==> config.mk <==
export PLATFORM = sky130hd
export DESIGN_NAME = dual_cmp_timer
export DESIGN_NICKNAME = d
export VERILOG_FILES = /design/src/rtl/dct_pkg.sv /design/src/rtl/dct_counter.sv /design/src/rtl/dct_cmp_bank.sv /design/src/rtl/dct_channel.sv /design/src/rtl/dual_cmp_timer.sv
export SDC_FILE = /design/constraint.sdc
export NUM_CORES = 1
export LEC_CHECK = 0
export ABC_AREA = 1
export CAP_MARGIN = 10
export CORE_MARGIN = 10
export CORE_UTILIZATION = 46
export CTS_BUF_LIST = sky130_fd_sc_hd__clkbuf_8
export CTS_CLUSTER_SIZE = 14
export DETAILED_ROUTE_END_ITERATION = 7
export PLACE_DENSITY = 0.74
export SLEW_MARGIN = 20
export SYNTH_ARGS = -nofsm -noshare
export SYNTH_HDL_FRONTEND = slang
export SYNTH_SLANG_ARGS = --single-unit
export TNS_END_PERCENT = 20
==> constraint.sdc <==
create_clock -name clk -period 1.5 [get_ports clk]
set_clock_uncertainty 0.1 [all_clocks]
set_input_delay 0.45 -clock clk [delete_from_list [all_inputs] [get_ports clk]]
set_output_delay 0.45 -clock clk [all_outputs]
set_load 0.05 [all_outputs]
==> src/rtl/dct_pkg.sv <==
package dct_pkg;

  localparam int unsigned DCT_CNT_W  = 16;
  localparam int unsigned DCT_NUM_CH = 2;

  // Width of the channel select field for a given channel count.
  function automatic int unsigned dct_sel_w(input int unsigned n_ch);
    return (n_ch > 1) ? $clog2(n_ch) : 1;
  endfunction

endpackage

==> src/rtl/dct_counter.sv <==
module dct_counter #(
  parameter int unsigned CNT_W = dct_pkg::DCT_CNT_W
) (
  input  logic             clk,
  input  logic             rst_n,
  input  logic             run,
  output logic [CNT_W-1:0] cnt_q,
  output logic             wrap_evt,
  output logic             ovf_q
);

  localparam logic [CNT_W-1:0] CNT_TOP = {CNT_W{1'b1}};

  function automatic logic [CNT_W-1:0] f_next(input logic [CNT_W-1:0] v,
                                              input logic en);
    return en ? (v + {{(CNT_W-1){1'b0}}, 1'b1}) : '0;
  endfunction

  function automatic logic f_wrap(input logic [CNT_W-1:0] v, input logic en);
    return en && (v == CNT_TOP);
  endfunction

  assign wrap_evt = f_wrap(cnt_q, run);

  always_ff @(posedge clk or negedge rst_n) begin
    if (!rst_n) begin
      cnt_q <= '0;
      ovf_q <= 1'b0;
    end else begin
      cnt_q <= f_next(cnt_q, run);
      ovf_q <= wrap_evt;
    end
  end

endmodule

==> src/rtl/dct_cmp_bank.sv <==
module dct_cmp_bank #(
  parameter int unsigned CNT_W  = dct_pkg::DCT_CNT_W,
  parameter int unsigned NUM_CH = dct_pkg::DCT_NUM_CH,
  parameter int unsigned SEL_W  = dct_pkg::dct_sel_w(NUM_CH)
) (
  input  logic                    clk,
  input  logic                    rst_n,
  input  logic                    wr_en,
  input  logic [SEL_W-1:0]        wr_sel,
  input  logic [CNT_W-1:0]        wr_data,
  output logic [NUM_CH*CNT_W-1:0] cmp_flat
);

  for (genvar g = 0; g < NUM_CH; g++) begin : g_reg
    logic             wr_hit;
    logic [CNT_W-1:0] cmp_q;

    assign wr_hit = wr_en && (wr_sel == SEL_W'(g));

    always_ff @(posedge clk or negedge rst_n) begin
      if (!rst_n)      cmp_q <= '0;
      else if (wr_hit) cmp_q <= wr_data;
    end

    assign cmp_flat[g*CNT_W +: CNT_W] = cmp_q;
  end

endmodule

==> src/rtl/dct_channel.sv <==
module dct_channel #(
  parameter int unsigned CNT_W = dct_pkg::DCT_CNT_W
) (
  input  logic             clk,
  input  logic             rst_n,
  input  logic             run,
  input  logic [CNT_W-1:0] cnt,
  input  logic [CNT_W-1:0] cmp,
  output logic             hit,
  output logic             irq_q,
  output logic             tout_q
);

  function automatic logic f_hit(input logic en,
                                 input logic [CNT_W-1:0] c,
                                 input logic [CNT_W-1:0] r);
    return en && (c == r);
  endfunction

  function automatic logic f_pin(input logic en, input logic h, input logic cur);
    return en ? (cur ^ h) : 1'b0;
  endfunction

  assign hit = f_hit(run, cnt, cmp);

  always_ff @(posedge clk or negedge rst_n) begin
    if (!rst_n) begin
      irq_q  <= 1'b0;
      tout_q <= 1'b0;
    end else begin
      irq_q  <= hit;
      tout_q <= f_pin(run, hit, tout_q);
    end
  end

endmodule

==> src/rtl/dual_cmp_timer.sv <==
module dual_cmp_timer #(
  parameter int unsigned CNT_W  = dct_pkg::DCT_CNT_W,
  parameter int unsigned NUM_CH = dct_pkg::DCT_NUM_CH
) (
  input  logic                                   clk,
  input  logic                                   rst_n,
  input  logic                                   cnt_en,
  input  logic                                   wr_en,
  input  logic [dct_pkg::dct_sel_w(NUM_CH)-1:0]  wr_sel,
  input  logic [CNT_W-1:0]                       wr_data,
  output logic [NUM_CH-1:0]                      irq,
  output logic [NUM_CH-1:0]                      tout,
  output logic                                   ovf
);

  localparam int unsigned SEL_W = dct_pkg::dct_sel_w(NUM_CH);

  logic [CNT_W-1:0]        cnt_q;
  logic                    wrap_evt;
  logic [NUM_CH*CNT_W-1:0] cmp_flat;
  logic [NUM_CH-1:0]       hit_vec;

  dct_counter #(.CNT_W(CNT_W)) u_cnt (
    .clk      (clk),
    .rst_n    (rst_n),
    .run      (cnt_en),
    .cnt_q    (cnt_q),
    .wrap_evt (wrap_evt),
    .ovf_q    (ovf)
  );

  dct_cmp_bank #(.CNT_W(CNT_W), .NUM_CH(NUM_CH), .SEL_W(SEL_W)) u_bank (
    .clk      (clk),
    .rst_n    (rst_n),
    .wr_en    (wr_en),
    .wr_sel   (wr_sel),
    .wr_data  (wr_data),
    .cmp_flat (cmp_flat)
  );

  for (genvar g = 0; g < NUM_CH; g++) begin : g_ch
    dct_channel #(.CNT_W(CNT_W)) u_ch (
      .clk    (clk),
      .rst_n  (rst_n),
      .run    (cnt_en),
      .cnt    (cnt_q),
      .cmp    (cmp_flat[g*CNT_W +: CNT_W]),
      .hit    (hit_vec[g]),
      .irq_q  (irq[g]),
      .tout_q (tout[g])
    );
  end

endmodule

==> qor.yml <==
critical_path:
  r2r_slack_ns: -0.12
  r2r-end: "u_cnt.cnt_q[14]"
  crit_end: "u_cnt.cnt_q[14]"
  cp-startpoint: "u_cnt.cnt_q[0]"
  critical_path.endpoint_type: "flop"
  arrival_ns: 1.73
  r2r_start: "u_cnt.cnt_q[0]"
  path_max_fanout: 4
  crit_type: "flop to flop"
  r2r_cells: 8
  startpoint_type: "flop"
  required_ns: 1.61
clocking:
  clockRootBuffer: "clkbuf_8"
  clockBufferDepth: 2
  path_clk_slew_ns: 0.10
  cts_tree: "built"
  insertion_delay_ns: 0.32
  h-tree-depth: 2
  cts_buffers: 5
  numClockSinks: 53
  ctsHoldBuffers: 0
global_routing:
  track_usage: 0.153
  overflow: 0
  antenna_found_initial: 0
  grt_max_degree: 54
  grt_pass1_wl_um: 12600
  grt_pass1_vias: 2606
hold_path:
  hold_class: "input pin to asynchronous set/reset pin"
drt:
  vias: 2694
  ant_nets: 0
  avgViaCountPerCell: 5.08
  drt_iter0_drc: 235
  wl_um: 7510
  drc: 0
  detail_route.wl_per_cell_um: 14.2
  drtPass1Iterations: 5
layout:
  nets: 476
  final_cell_area_um2: 3610
  finalNonFillerCells: 530
  fillers: 569
  final_layout_size_suffix_gt1_frac: 0.149
  diodes: 0
  synthToLayoutAreaGrowth_pct: 24.3
timing:
  fin_crit_ns: 1.62
  period_share: 1.08
  slew_viol_final: 0
  setup_slack_ns: -0.116
  slew_headroom: 0.738
  worst_pin_slew_ns: 0.390
  whs_ns: 0.0114
  fin_setup_tns_ns: -0.370
  max_clock_freq_ghz: 0.619
  hold_viol: 0
  rsz0062_at_grt: "yes"
  finalSetupViolations: 7
synth:
  netlist_area_um2: 2910
  synth.distinct_cells: 26
  seq_area_frac_synth: 0.456
  synthCells: 410
  yosysWarnings: 0
  avgSynthCellArea_um2: 7.09
  synth_nets: 432
  synth_seq_cells: 53
placement:
  place_inst: 519
  placed_area_um2: 3430
  place_hpwl_um: 5650
  globalplace.congestion: 0.957
  port-buffer-count: 25
pwr:
  powerDensity_nw_per_um2: 855
  finalPower_mw: 3.09
  worst_ir_drop_vdd_mv: 0.599
  leakage_nw: 1.82
outcome:
  outcome: "finished, violations left"
  violations: "negative setup slack"
die:
  dieArea_um2: 9900
  coreArea_um2: 6030
  floorplan.initialDensity: 0.483
  die_x_um: 99.5
  num_io_pins: 26
  die_h_um: 99.5
  placementRows: 28
job:
  cap_violations: 0
[state kept, by name (all words and copies together) (netlist names)]
signal / flops
u_cnt.cnt_q: 16
g_ch.u_ch.tout_q: 2
u_cnt.ovf_q: 1
g_ch.u_ch.irq_q: 2
u_bank.g.cmp_q: 32
[per-stage QoR]
step,setup WS (ns),utilization
finish,-0.116,0.600
global route,-0.189,0.600
CTS,-0.0697,0.588
detailed placement,-0.341,0.570
global placement,-0.296,0.570
floorplan,-0.0145,-
[worst min path at each step]
stage,start,to,slack [ns],depth (start not counted)
2_1_floorplan,rst_n,g_ch[0].u_ch.irq_q,0.05,0
3_3_place_gp,rst_n,u_bank.g_reg[1].cmp_q[0],0.36,2
3_5_place_dp,rst_n,u_bank.g_reg[1].cmp_q[0],0.37,2
4_1_cts,rst_n,u_bank.g_reg[1].cmp_q[1],0.02,2
5_1_grt,rst_n,u_bank.g_reg[1].cmp_q[1],0.03,2
6_report,rst_n,u_bank.g_reg[0].cmp_q[3],0.01,2
[layout make-up]
type                       instances  area, um^2  share of cell area
sequential                        53        1330               0.368
multi-input combinational        277        1330               0.368
timing repair buffer              50         523               0.145
inverter                          67         251              0.0696
tap                               75        93.8              0.0260
clock buffer                       5        68.8              0.0190
clock inverter                     3        18.8             0.00519
[per-layer routing]
layer | up-vias | share of wire | track usage
met1 | 1233 | 0.48 | 0.206
met4 | 0 | 0.025 | 0.0540
met5 | - | 0 | 0
li1 | 1349 | - | -
met2 | 93 | 0.44 | 0.239
met3 | 19 | 0.050 | 0.0249
[power breakdown]
part | leakage (nW) | switching (mW) | internal, mW
sequential | 0.683 | 0.111 | 1.54
clock | 0.0416 | 0.498 | 0.324
combinational | 1.10 | 0.354 | 0.261
total | 1.82 | 0.963 | 2.13
[cell families (layout without fill, tap and decap cells)]
kind of cell	Yosys count	in the layout	share of synthesized area
AND/OR/NAND/NOR	213	213	0.315
buffers and inverters	80	125	0.111
AO/OA/AOI/OAI	59	59	0.102
flip-flops	53	53	0.456
XOR/XNOR	4	4	0.0120
adder cells (fa/ha/maj)	1	1	0.00430
[cell usage after synthesis (all sizes together)]
cell / number / area, um^2
clkbuf: 5 / 18.8
nand3: 12 / 70.1
a31oi: 1 / 6.26
or2: 1 / 6.26
buf: 8 / 51.3
nor3: 10 / 71.3
inv: 67 / 251
o21ai: 45 / 225
xnor2: 4 / 35.0
nand4: 7 / 50.1
dfrtp: 53 / 1330
ha: 1 / 12.5
nor3b: 3 / 22.5
a21oi: 13 / 65.1
nor4: 1 / 6.26
nand2: 137 / 517
nor2: 42 / 173
[what timing repair did]
item / in CTS / in global routing
hold endpoints to repair: 0 / 0
setup endpoints to repair: 11 / 14
resized for setup: 5 / 19
buffers inserted: 1 / 2
gates cloned: 0 / 0
pin swaps: 0 / 2
[critical path: stages, from the launching register on]
cell and delay, ns:
dfrtp_1 0.38, ha_2 0.18, nand4_1 0.16, nor2_2 0.19, nand2_2 0.11, nor2_4 0.15
nand4_2 0.11, nand2_1 0.08, nor2_1 0.04
[layout by cell type (no fill, tap or decap), types with 2 or more instances in the layout]
cell type	synthesis	routed
nor3_1	7	5
clkdlybuf4s50_1	0	18
clkbuf_8	0	5
dfrtp_1	53	51
nand3_1	10	9
buf_12	0	8
nor3_2	2	4
nand2_1	136	134
nor3b_1	3	2
xnor2_1	4	3
nand3_2	2	2
inv_2	2	3
a21oi_1	13	13
nor2_1	40	34
buf_4	5	21
o21ai_0	45	41
nor2_2	0	5
dfrtp_2	0	2
nand4_1	6	6
o21ai_1	0	4
clkinvlp_4	0	2
inv_1	65	65
nor2_4	2	3
nand2_2	1	3
Note: power is estimated with default switching activity, not from simulation.
